===== src/rtl/gpio_irq_pkg.sv =====
package gpio_irq_pkg;

    localparam int BUS_W  = 32;
    localparam int ADDR_W = 4;
    localparam int MAXPIN = 16;
    localparam int SLOT_W = 4;
    localparam int MODE_W = 3;

    typedef enum logic [ADDR_W-1:0] {
        RG_ENABLE  = 4'd0,
        RG_PEND    = 4'd1,
        RG_VIEW    = 4'd2,
        RG_ACK     = 4'd3,
        RG_MSET    = 4'd4,
        RG_MCLR    = 4'd5,
        RG_DOUT    = 4'd6,
        RG_DIN     = 4'd7,
        RG_DIR     = 4'd8,
        RG_MODE_LO = 4'd9,
        RG_MODE_HI = 4'd10,
        RG_RSVD    = 4'd11,
        RG_SOFT    = 4'd12
    } reg_idx_e;

    typedef enum logic [MODE_W-1:0] {
        TRIG_FALL = 3'd0,
        TRIG_RISE = 3'd1,
        TRIG_LOW  = 3'd2,
        TRIG_HIGH = 3'd3,
        TRIG_BOTH = 3'd4
    } trig_mode_e;

    // Detection condition from the current and previous synchronised samples.
    function automatic logic trig_hit(logic [MODE_W-1:0] code, logic cur, logic prv);
        case (code)
            TRIG_FALL: return !cur && prv;
            TRIG_RISE: return cur && !prv;
            TRIG_LOW:  return !cur;
            TRIG_HIGH: return cur;
            TRIG_BOTH: return cur ^ prv;
            default:   return 1'b0;
        endcase
    endfunction

endpackage


===== src/rtl/gpio_pin_sync.sv =====
module gpio_pin_sync #(
    parameter int W = 16
) (
    input  logic         clk,
    input  logic         clr,
    input  logic [W-1:0] raw_i,
    output logic [W-1:0] cur_o,
    output logic [W-1:0] prv_o
);
    logic [W-1:0] meta_q, cur_q, prv_q;

    always_ff @(posedge clk) begin
        if (clr) begin
            meta_q <= '0;
            cur_q  <= '0;
            prv_q  <= '0;
        end else begin
            meta_q <= raw_i;
            cur_q  <= meta_q;
            prv_q  <= cur_q;
        end
    end

    assign cur_o = cur_q;
    assign prv_o = prv_q;
endmodule


===== src/rtl/gpio_irq_cell.sv =====
module gpio_irq_cell
    import gpio_irq_pkg::*;
(
    input  logic              clk,
    input  logic              rst,
    input  logic              kill_i,
    input  logic              en_i,
    input  logic [MODE_W-1:0] mode_i,
    input  logic              cur_i,
    input  logic              prv_i,
    input  logic              ack_i,
    output logic              st_o
);
    logic st_q;
    logic hit;

    assign hit = en_i && trig_hit(mode_i, cur_i, prv_i);

    always_ff @(posedge clk) begin
        if (rst || kill_i) st_q <= 1'b0;
        else               st_q <= (st_q && !ack_i) || hit;
    end

    assign st_o = st_q;

    AST_PEND_STICKY: assert property (@(posedge clk) disable iff (rst)
        (st_q && !ack_i && !kill_i) |=> st_q);
    AST_NO_SET_DISABLED: assert property (@(posedge clk) disable iff (rst)
        (!st_q && !en_i) |=> !st_q);
    AST_RISE_SETS: assert property (@(posedge clk) disable iff (rst)
        (en_i && mode_i == 3'd1 && cur_i && !prv_i && !kill_i) |=> st_q);
    AST_LEVEL_WINS_ACK: assert property (@(posedge clk) disable iff (rst)
        (en_i && mode_i == 3'd3 && cur_i && ack_i && !kill_i) |=> st_q);
endmodule


===== src/rtl/gpio_irq_port.sv =====
module gpio_irq_port
    import gpio_irq_pkg::*;
#(
    parameter int NPIN = 16
) (
    input  logic              clk,
    input  logic              rst,
    input  logic              bus_en,
    input  logic              bus_we,
    input  logic [ADDR_W-1:0] bus_addr,
    input  logic [BUS_W-1:0]  bus_wdata,
    output logic [BUS_W-1:0]  bus_rdata,
    input  logic [NPIN-1:0]   pin_in,
    output logic [NPIN-1:0]   pin_out,
    output logic [NPIN-1:0]   pin_oe,
    output logic              irq
);
    localparam int PADW = BUS_W - NPIN;
    localparam int HALF = MAXPIN / 2;

    logic [NPIN-1:0]   en_q, mask_q, dout_q, dir_q;
    logic [MODE_W-1:0] mode_q [MAXPIN];
    logic              soft_q;
    logic [NPIN-1:0]   cur_s, prv_s, pend, view, ack_v;
    logic [BUS_W-1:0]  mode_lo, mode_hi;
    logic              wr;
    logic              unused_wbits;

    assign wr           = bus_en && bus_we;
    assign unused_wbits = ^bus_wdata;
    assign ack_v        = (wr && bus_addr == RG_ACK) ? bus_wdata[NPIN-1:0] : '0;

    gpio_pin_sync #(.W(NPIN)) u_sync (
        .clk   (clk),
        .clr   (rst || soft_q),
        .raw_i (pin_in),
        .cur_o (cur_s),
        .prv_o (prv_s)
    );

    for (genvar g = 0; g < NPIN; g++) begin : g_cell
        gpio_irq_cell u_cell (
            .clk    (clk),
            .rst    (rst),
            .kill_i (soft_q),
            .en_i   (en_q[g]),
            .mode_i (mode_q[g]),
            .cur_i  (cur_s[g]),
            .prv_i  (prv_s[g]),
            .ack_i  (ack_v[g]),
            .st_o   (pend[g])
        );
    end

    always_ff @(posedge clk) begin
        if (rst)                                soft_q <= 1'b0;
        else if (wr && bus_addr == RG_SOFT)     soft_q <= bus_wdata[0];
    end

    always_ff @(posedge clk) begin
        if (rst || soft_q) begin
            en_q   <= '0;
            mask_q <= '1;
            dout_q <= '0;
            dir_q  <= '0;
            for (int i = 0; i < MAXPIN; i++) mode_q[i] <= '0;
        end else if (wr) begin
            case (bus_addr)
                RG_ENABLE: en_q   <= bus_wdata[NPIN-1:0];
                RG_MSET:   mask_q <= mask_q | bus_wdata[NPIN-1:0];
                RG_MCLR:   mask_q <= mask_q & ~bus_wdata[NPIN-1:0];
                RG_DOUT:   dout_q <= bus_wdata[NPIN-1:0];
                RG_DIR:    dir_q  <= bus_wdata[NPIN-1:0];
                RG_MODE_LO: begin
                    for (int i = 0; i < HALF; i++)
                        if (i < NPIN) mode_q[i] <= bus_wdata[SLOT_W*i +: MODE_W];
                end
                RG_MODE_HI: begin
                    for (int i = 0; i < HALF; i++)
                        if (i + HALF < NPIN) mode_q[i+HALF] <= bus_wdata[SLOT_W*i +: MODE_W];
                end
                default: ;
            endcase
        end
    end

    assign view    = pend & en_q & ~mask_q;
    assign irq     = |view;
    assign pin_out = dout_q;
    assign pin_oe  = dir_q;

    always_comb begin
        mode_lo = '0;
        mode_hi = '0;
        for (int i = 0; i < HALF; i++) begin
            mode_lo[SLOT_W*i +: MODE_W] = mode_q[i];
            mode_hi[SLOT_W*i +: MODE_W] = mode_q[i+HALF];
        end
    end

    always_comb begin
        case (bus_addr)
            RG_ENABLE:  bus_rdata = {{PADW{1'b0}}, en_q};
            RG_PEND:    bus_rdata = {{PADW{1'b0}}, pend};
            RG_VIEW:    bus_rdata = {{PADW{1'b0}}, view};
            RG_MSET:    bus_rdata = {{PADW{1'b0}}, mask_q};
            RG_DOUT:    bus_rdata = {{PADW{1'b0}}, dout_q};
            RG_DIN:     bus_rdata = {{PADW{1'b0}}, cur_s};
            RG_DIR:     bus_rdata = {{PADW{1'b0}}, dir_q};
            RG_MODE_LO: bus_rdata = mode_lo;
            RG_MODE_HI: bus_rdata = mode_hi;
            RG_SOFT:    bus_rdata = {{(BUS_W-1){1'b0}}, soft_q};
            default:    bus_rdata = '0;
        endcase
    end

    AST_MASK_CLR_W1C: assert property (@(posedge clk) disable iff (rst)
        (wr && bus_addr == RG_MCLR && bus_wdata[0] && !soft_q) |=> !mask_q[0]);
    AST_MASK_HOLD: assert property (@(posedge clk) disable iff (rst)
        (!(wr && (bus_addr == RG_MSET || bus_addr == RG_MCLR)) && !soft_q) |=> $stable(mask_q));
    AST_ACK_READS_ZERO: assert property (@(posedge clk) disable iff (rst)
        (bus_addr == RG_ACK || bus_addr == RG_MCLR) |-> bus_rdata == '0);
    AST_SOFT_QUIET: assert property (@(posedge clk) disable iff (rst)
        soft_q |=> (!irq && pin_oe == '0));
    AST_IRQ_NEEDS_ENABLE: assert property (@(posedge clk) disable iff (rst)
        (en_q == '0) |-> !irq);
endmodule


===== config.mk =====
export PLATFORM = sky130hd
export DESIGN_NAME = gpio_irq_port
export DESIGN_NICKNAME = d
export VERILOG_FILES = /design/src/rtl/gpio_irq_pkg.sv /design/src/rtl/gpio_pin_sync.sv /design/src/rtl/gpio_irq_cell.sv /design/src/rtl/gpio_irq_port.sv
export SDC_FILE = /design/constraint.sdc
export NUM_CORES = 1
export LEC_CHECK = 0
export ABC_AREA = 1
export BUFFER_PORTS_ARGS = -buffer_cell sky130_fd_sc_hd__buf_2
export CAP_MARGIN = 20
export CORE_UTILIZATION = 50
export CTS_CLUSTER_DIAMETER = 200
export DETAILED_ROUTE_END_ITERATION = 8
export PLACE_DENSITY = 0.74
export SETUP_SLACK_MARGIN = 0.3
export SYNTH_ARGS = -nofsm -noshare
export SYNTH_HDL_FRONTEND = slang
export SYNTH_SLANG_ARGS = --single-unit

===== constraint.sdc =====
create_clock -name clk -period 2.8 [get_ports clk]
set_input_delay 0.14 -clock clk [delete_from_list [all_inputs] [get_ports clk]]
set_output_delay 0.14 -clock clk [all_outputs]
set_load 0.005 [all_outputs]

==> metrics.yaml, run 1 <==
grt-ovfl-total: 0
power_density_nw_per_um2: 535
initial_core_util_pct: 51.6
antenna_found_initial: 0
ys_types: 29
hold_viol_final: 0
crit_chain: "buf_2, inv_2, nor2_2, nand2_1, o21ai_0, nor3_1, nand3b_1, buf_2"
crit_type: "in2out"
crit_buf_inv: 3
htreeDepth: 4
drc: 0
clockBufferDepth: 2
first_pass_iters: 5
dp_hpwl_mm: 17.4
max-slew-margin-rel_pct: 56.5
die-area_um2: 17800
drtIter0Drc: 844
die_y_um: 134
start_kind: "primary input"
die_w_um: 134
post-route-min-period_ns: 2.02
postCtsSetupRepairBufs: 0
outcome: "finished clean"
slowest_stage: "nand2_1"
worst_path_most_repeated_cell: "buf_2"
place_area_um2: 9540
nets: 1403
hp-class: "in2reg"
grt_pass1_wl_mm: 39.8
synth_largest_area_cell: "dfxtp_1"
drv_cap: 0
track_usage_pct: 29.5
cts_sinks: 177
grt_start_max_net_pins: 63
core-area_um2: 16800
grt_pass1_vias: 7764
synth_area_um2: 8660
cts_hold_buf: 24
num_vias: 8362
cp_max_fo: 8
cts-buffers-inserted: 17
fin_util_pct: 61.6
synth-seq-cells: 177
syn_avg_cell_area_um2: 7.36
cts_resized: 0
root_buffer: "clkbuf_16"
synthCells: 1176
areaGrowthSynthToFinish_pct: 19.3
p_leak_nw: 4.71
critPathTopFamily: "simple AND/OR/NAND/NOR gates"
via_per_inst: 5.40
crit_required_ns: 2.66
synth_area_leaders: "dfxtp_1 30%, edfxtp_1 17%, inv_1 9.4%"
yosysTopAreaCellShare_pct: 29.8
ioPinCount: 121
design_area_um2: 10300
portBuffers: 112
setup_tns_ns: 0
clk_pin_slew_ns: 0.07
wl_per_cell_um: 16.6
yosysWarnings: 0
drive_gt1_share_pct: 14.0
antennaDiodeCount: 0
wl_mm: 25.6
slew_violations: 0
ant_nets: 0
rows: 47
cts_tree: "yes"
clk_latency_ns: 0.44
crit_path_end_kind: "output port"
fillCellCount: 1562
seq_area_frac_synth_pct: 46.5
cp.arrival_ns: 1.88
ir_drop_mv: 0.496
max_freq_mhz: 495
period_share_pct: 72.2
fin_skew_ns: 0.0106
rsz0062_at_grt: "no"
finalSetupViolCount: 0
worst_pin_slew_ns: 0.653
critPathMaxStageDelay_ns: 0.42
gp_congestion: 0.932
-- power breakdown --
part	switching, mW	internal, mW	total [mW]
Sequential	0.0511	2.71	2.76
Combinational	0.328	0.176	0.504
Clock	1.04	1.22	2.26
-- cells in the final DEF, fill, tap and decap left out --
cell type	count
nand4_1	9
a32o_1	1
o21ai_0	90
edfxtp_1	48
o22ai_1	34
clkinvlp_4	6
clkbuf_16	17
conb_1	4
nand2_2	2
clkinv_2	3
nor3_1	30
buf_2	112
inv_1	217
inv_6	1
nand3_1	107
o21ai_1	2
or2_2	1
nor2_2	4
o2bb2ai_1	1
clkinv_1	2
nand2_1	168
ha_1	32
buf_12	2
clkbuf_1	2
dfxtp_1	129
nor3b_1	1
inv_2	7
o21a_1	1
a21oi_1	70
dlygate4sd3_1	24
inv_8	1
o21ai_2	1
nor2_1	159
nor2_4	2
buf_4	26
bufinv_16	1
nand3b_1	6
o211ai_1	5
-- registers in the layout, indices dropped and copies added (netlist names), named ones only --
name                flops
mode_q                 48
en_q                   16
g_cell.u_cell.st_o     16
pin_oe                 16
pin_out                16
u_sync.cur_o           16
u_sync.meta_q          16
u_sync.prv_o           16
soft_q                  1
-- layer usage --
| layer | wire length, um | up-vias | global-route usage, % |
|---|---|---|---|
| met5 | 0 | - | 0 |
| met4 | 973 | 0 | 14.1 |
| met3 | 1980 | 75 | 6.24 |
| met2 | 12100 | 392 | 49.2 |
| met1 | 10500 | 3847 | 36.2 |
| li1 | - | 4048 | - |
-- per-stage QoR --
stage	power (mW)	worst slack, ns	cells	hold slack [ns]
floorplan	3.08	0.443	1179	0.209
global placement	3.27	0.990	1492	0.350
detailed placement	3.28	0.985	1492	0.350
CTS	5.53	0.876	1548	0.000670
global route	5.71	0.749	1548	0.0102
finish	5.52	0.778	1548	0.00770
-- final cells by class --
type                            count  area [um2]  area share [%]
Clock buffer                       19         433            4.19
Clock inverter                     13         113            1.09
Inverter                          225         846            8.19
Multi-Input combinational cell    730        3600            34.9
Sequential cell                   177        4020            39.0
Tap cell                          220         275            2.67
Timing Repair Buffer              164        1040            10.0
-- worst reg2reg max path, cell delays in order (launching register included) --
cell	delay [ns]
dfxtp_1	0.35
nor2_4	0.13
buf_4	0.55
nand3_1	0.43
nor2_1	0.19
-- cells in the mapped netlist (all sizes together) --
master,count
dfxtp,129
nand3,107
nand2,170
nor3,30
o22ai,34
inv,225
nor2,165
a21oi,70
o21a,1
nand4,9
conb,1
nor3b,1
a32o,1
or2,1
o211ai,5
o21ai,93
clkbuf,26
nand3b,6
ha,32
buf,21
edfxtp,48
o2bb2ai,1
-- logic make-up after synthesis --
logic type | count (synthesis) | synth area share [%]
compound gates | 205 | 12.6
fa+ha+maj | 32 | 4.63
buf+inv | 272 | 12.2
flops | 177 | 46.5
other cells | 1 | 0.0433
simple gates | 489 | 24.0
-- worst paths after layout --
| path | from | to | slack, ns | depth (start not counted) |
|---|---|---|---|---|
| worst min-delay path | bus_wdata[28] | mode_q[15][0]$_SDFFCE_PP0P_ | 0.008 | 3 |
| worst min register to register | u_sync.meta_q[13]$_SDFF_PP0_ | u_sync.cur_o[13]$_SDFF_PP0_ | 0.41 | 2 |
| worst max register to register | soft_q$_SDFFE_PP0P_ | mode_q[9][1]$_SDFFCE_PN0P_ | 1.00 | 4 |
| worst max-delay path | bus_addr[2] | bus_rdata[13] | 0.78 | 8 |
No activity file was read; power rests on OpenSTA's default activity.
==> inputs of run 2 (changes only) <==
- clock period: 2.8 -> 1.7 ns (I/O delays scaled with it)
==> metrics.yaml, run 2 (same netlist as run 1, synthesis figures left out) <==
hp-start: "bus_wdata[18]"
hold_path_depth: 3  # unchanged
holdPathEnd: "mode_q[12][2]$_SDFFCE_PP0P_"
intPower_mw: 7.34  # +79%
die-area_um2: 17800  # unchanged
design_area_um2: 11400  # +11%
first_pass_iters: 6  # +1
clk_pin_slew_ns: 0.06  # about the same
drc: 0  # unchanged
max-slew-margin-rel_pct: 61.0  # +4.5 points
post-route-min-period_ns: 1.60
final_cells: 1630  # +5.3%
regToRegEndpoint: "mode_q[3][0]$_SDFFCE_PN0P_"
fin_skew_ns: 0.0105  # -0.0000470 ns
antennaDiodeCount: 0  # unchanged
core-area_um2: 16800  # unchanged
start_kind: "flip-flop"
wl_per_cell_um: 16.5  # -0.42%
multiInputGateArea_um2: 3860  # +7.3%
ioPinCount: 121  # unchanged
wl_mm: 26.9  # +4.9%
antenna_found_initial: 0  # unchanged
setup_tns_ns: 0  # unchanged
p_clk_share_pct: 42.8  # +1.9 points
num_vias: 8684  # +3.9%
ir_drop_mv: 0.755  # +52%
gp_congestion: 0.899  # -3.5%
grt-ovfl-total: 0  # unchanged
largest_register: "mode_q"
cp.arrival_ns: 1.51  # -0.37 ns
ant_nets: 0  # unchanged
track_usage_pct: 30.0  # +0.48 points
cts-buffers-inserted: 17  # unchanged
grt_pass1_wl_mm: 40.9  # +2.7%
p_sw_share_pct: 24.4  # -1.3 points
layout_common_cells: "178 x inv_1, 162 x nand2_1, 154 x nor2_1"
rows: 47  # unchanged
slew_violations: 0  # unchanged
cp_max_fo: 2  # -6
via_per_inst: 5.33  # -1.4%
layout_commonest_cell: "inv_1"
rsz0062_at_grt: "yes"
rrSetupSlack_ns: 0.34  # -0.66 ns
die_y_um: 134  # unchanged
crit_path_end_kind: "output port"
drtIter0Drc: 837  # -0.83%
drv_cap: 0  # unchanged
outcome: "finished clean"
grt_pass1_vias: 8136  # +4.8%
drive_gt1_share_pct: 26.5  # +12 points
cts_tree: "yes"
clk_latency_ns: 0.44  # about the same
dp.cells: 1506  # +0.94%
timing.rr.start: "soft_q$_SDFFE_PP0P_"
max_freq_mhz: 626
place_area_um2: 9730  # +1.9%
p_switching_mw: 2.37  # +67%
die_w_um: 134  # unchanged
power_density_nw_per_um2: 848  # +59%
finalSetupViolCount: 0  # unchanged
nets: 1485  # +5.8%
worst_pin_slew_ns: 0.581  # -0.0722 ns
grt_start_max_net_pins: 54  # -14%
cts_sinks: 177  # unchanged
seqPwrFrac_pct: 46.8  # -3.1 points
p_leak_nw: 5.20  # +10%
largest_reg_flops: 48  # unchanged
hp-class: "in2reg"
root_buffer: "clkbuf_16"
regArea_um2: 4080  # +1.3%
crit_required_ns: 1.62  # -1.04 ns
comb_power_share_pct: 10.4  # +1.3 points
htreeDepth: 4  # unchanged
period_share_pct: 93.9
fillCellCount: 1348  # -14%
crit_type: "reg2out"
initial_core_util_pct: 51.6  # unchanged
areaGrowthSynthToFinish_pct: 32.3
dp_hpwl_mm: 17.8  # +2.5%
hold_viol_final: 0  # unchanged
r2r_cells: 4  # unchanged
clockBufferDepth: 2  # unchanged
portBuffers: 112  # unchanged
## run 2: cell count changes in the layout (fill, tap and decap cells not counted), sizes merged
| cell | before | now |
|---|---|---|
| clkinvlp | 6 | 1 |
| buf | 140 | 204 |
| clkbuf | 19 | 23 |
| bufinv | 1 | 2 |
| clkinv | 5 | 3 |
| dlygate4sd3 | 24 | 42 |
| inv | 226 | 228 |
## run 2: power groups by stage
stage,logic [mW],clock network [mW],registers (mW)
detailed placement,0.805,0,4.63
CTS,0.941,4.18,4.54
floorplan,0.475,0,4.61
finish,1.01,4.16,4.54
global placement,0.795,0,4.63
global route,1.10,4.37,4.55
## run 2: worst max-delay path by stage
stage | slack [ns] | cells past startpoint | start | end
global placement | 0.14 | 9 | bus_addr[1] | mode_q[3][0]$_SDFFCE_PN0P_
floorplan | 0.29 | 6 | bus_addr[1] | mode_q[10][0]$_SDFFCE_PP0P_
CTS | 0.09 | 5 | mode_q[3][1]$_SDFFCE_PN0P_ | bus_rdata[13]
global route | 0.08 | 7 | en_q[3]$_SDFFE_PP0P_ | irq
finish | 0.10 | 5 | mode_q[3][1]$_SDFFCE_PN0P_ | bus_rdata[13]
detailed placement | 0.1 | 9 | bus_addr[1] | mode_q[3][2]$_SDFFCE_PN0P_
## run 2: worst max-delay path, stage by stage, from the launching register on
cell      delay [ns]
edfxtp_1        0.44
inv_2           0.10
o22ai_2         0.07
nor2_2          0.16
nand3b_1        0.15
buf_2           0.16
## run 2: final cells by class
type	count	area share, %
clock inverter	9	0.994
sequential	177	35.6
multi-input combinational	730	33.7
inverter	225	7.53
timing repair buffer	246	15.2
clock buffer	23	4.55
tap	220	2.40
## run 2: timing repair
| action | in CTS | in global routing |
|---|---|---|
| endpoints found under the hold margin | 64 | 0 |
| hold buffers | 42 | 0 |
| cloned | 0 | 0 |
| pin swaps | 40 | 42 |
| resized for setup | 88 | 51 |
| setup buffers | 29 | 21 |
| endpoints found under the setup margin | 26 | 41 |
## run 2: metal layers
metal	global-route usage (%)	vias up	part of all wire [%]
met2	51.6	417	48
met3	6.47	66	8.6
met4	12.2	0	2.8
met1	36.2	3985	40
li1	-	4216	-
met5	0	-	0
## run 2: metrics by stage
step	worst slack, ns	hold WS (ns)	util (%)	power, mW
finish	0.103	0.00325	68.3	9.71
global route	0.0789	0.0112	68.3	10.0
CTS	0.0919	0.00449	66.6	9.65
detailed placement	0.0976	0.301	58.0	5.44
global placement	0.143	0.297	58.0	5.42
floorplan	0.292	0.154	-	5.08
==> inputs of run 3 (changes only) <==
- CTS_CLUSTER_DIAMETER: 200 -> unset
- HOLD_SLACK_MARGIN: unset -> 0.1
==> metrics.yaml, run 3 (same netlist as run 1, synthesis figures left out) <==
r2r_cells: 4  # unchanged
via_per_inst: 5.34  # +0.23%
die_w_um: 134  # unchanged
initial_core_util_pct: 51.6  # unchanged
crit_path_end_kind: "output port"
largest_reg_flops: 48  # unchanged
wl_mm: 27.0  # +0.32%
grt_pass1_wl_mm: 41.0  # +0.27%
crit_buf_inv: 2  # unchanged
portBuffers: 112  # unchanged
layout_commonest_cell: "inv_1"
die-area_um2: 17800  # unchanged
clk_latency_ns: 0.43  # about the same
root_buffer: "clkbuf_16"
clk_pin_slew_ns: 0.07  # about the same
timing.final.ws_setup_ns: 0.101  # -0.00205 ns
regToRegEndpoint: "mode_q[3][0]$_SDFFCE_PN0P_"
final_cells: 1633  # +0.18%
largest_register: "mode_q"
cp_max_fo: 2  # unchanged
clockBufferDepth: 2  # unchanged
crit_chain: "inv_2, nor2_1, nand2_1, nand4_1, nor2_1, nand3b_1, buf_2"
worst_pin_slew_ns: 0.567  # -0.0144 ns
power_density_nw_per_um2: 846  # -0.27%
grt_start_max_net_pins: 54  # unchanged
areaGrowthSynthToFinish_pct: 32.6
crit_required_ns: 1.62  # about the same
p_leak_nw: 5.21  # +0.24%
num_vias: 8720  # +0.41%
rsz0062_at_grt: "yes"
track_usage_pct: 30.0  # +0.086 points
dp.cells: 1506  # unchanged
rows: 47  # unchanged
critPathMaxStageDelay_ns: 0.32  # -0.12 ns
drv_cap: 0  # unchanged
critPathTopFamily: "simple AND/OR/NAND/NOR gates"
antennaDiodeCount: 0  # unchanged
finalSetupViolCount: 0  # unchanged
period_share_pct: 94.1  # +0.12 points
start_kind: "flip-flop"
hp-start: "bus_addr[2]"
fin_skew_ns: 0.0104  # -0.000156 ns
slew_violations: 0  # unchanged
die_y_um: 134  # unchanged
cts_tree: "yes"
nets: 1488  # +0.20%
layout_common_cells: "178 x inv_1, 162 x nand2_1, 154 x nor2_1"
cts_sinks: 177  # unchanged
pre_cts_ws_ns: 0.0976  # unchanged
post-route-min-period_ns: 1.60  # +0.00205 ns
antenna_found_initial: 0  # unchanged
hp-class: "in2reg"
outcome: "finished clean"
holdPathEnd: "soft_q$_SDFFE_PP0P_"
first_pass_iters: 5  # -1
hold_path_depth: 4  # +1
grt-ovfl-total: 0  # unchanged
crit_type: "reg2out"
drtIter0Drc: 787  # -6.0%
fillCellCount: 1345  # -0.22%
max-slew-margin-rel_pct: 61.9  # +0.97 points
gp_congestion: 0.899  # unchanged
drive_gt1_share_pct: 26.4  # -0.056 points
ioPinCount: 121  # unchanged
wl_per_cell_um: 16.5  # +0.14%
dp_hpwl_mm: 17.8  # unchanged
setup_tns_ns: 0  # unchanged
worst_path_most_repeated_cell: "nor2_1"
drc: 0  # unchanged
timing.rr.start: "soft_q$_SDFFE_PP0P_"
cp.arrival_ns: 1.51  # about the same
grt_pass1_vias: 8160  # +0.29%
rrSetupSlack_ns: 0.34  # about the same
cts-buffers-inserted: 17  # unchanged
max_freq_mhz: 625  # -0.13%
ir_drop_mv: 0.757  # +0.26%
core-area_um2: 16800  # unchanged
holdWs_ns: 0.134  # +0.130 ns
htreeDepth: 4  # unchanged
slowest_stage: "dfxtp_2"
hold_viol_final: 0  # unchanged
ant_nets: 0  # unchanged
run 3: cell types whose count changed in the layout (fill, tap and decap cells not counted):
cell	delta
dlygate4sd3_1	+3
run 3: report_power, final:
group	internal (mW)	total [mW]	switching, mW	leakage (nW)
logic	0.415	1.02	0.602	3.36
registers	4.46	4.54	0.0847	1.55
clock network	2.47	4.15	1.68	0.311
total	7.34	9.71	2.37	5.21
run 3: metrics by stage:
stage	instance area, um2	util, %	total power, mW
2_1_floorplan	8730	-	5.08
3_3_place_gp	9730	58.0	5.42
3_5_place_dp	9730	58.0	5.44
4_1_cts	11200	66.8	9.66
5_1_grt	11500	68.5	10.0
6_report	11500	68.5	9.71
run 3: layout make-up:
type                       instances  area (um2)  area share (%)
clock buffer                      23         520            4.53
inverter                         225         862            7.51
clock inverter                     9         114           0.992
multi-input combinational        730        3860            33.6
tap                              220         275            2.40
sequential                       177        4080            35.5
timing repair buffer             249        1770            15.4
run 3: how the worst max path moves through the flow:
stage,start,end,depth (start not counted)
after detailed placement,bus_addr[1],mode_q[3][2]$_SDFFCE_PN0P_,9
after global placement,bus_addr[1],mode_q[3][0]$_SDFFCE_PN0P_,9
after floorplan,bus_addr[1],mode_q[10][0]$_SDFFCE_PP0P_,6
final,en_q[3]$_SDFFE_PP0P_,irq,7
after CTS,mode_q[3][1]$_SDFFCE_PN0P_,bus_rdata[13],5
after global routing,en_q[3]$_SDFFE_PP0P_,irq,7
run 3: what timing repair did:
action / CTS / global route
hold buffers: 45 / 0
buffers inserted: 29 / 21
hold endpoints to repair: 112 / 0
endpoints found under the setup margin: 26 / 41
pin swaps: 40 / 42
gates resized for setup: 88 / 51
run 3: worst min-delay path: cells and delay by family:
family,cells,cell delay [ns]
buffers and inverters,1,0.16
AND/OR/NAND/NOR,2,0.23
AO/OA/AOI/OAI,1,0.05
run 3: per-layer routing:
layer,vias up,track usage [%],wire (um)
li1,4219,-,-
met2,424,51.8,13100
met4,0,12.3,742
met5,-,0,0
met1,4011,36.2,10900
met3,66,6.54,2250
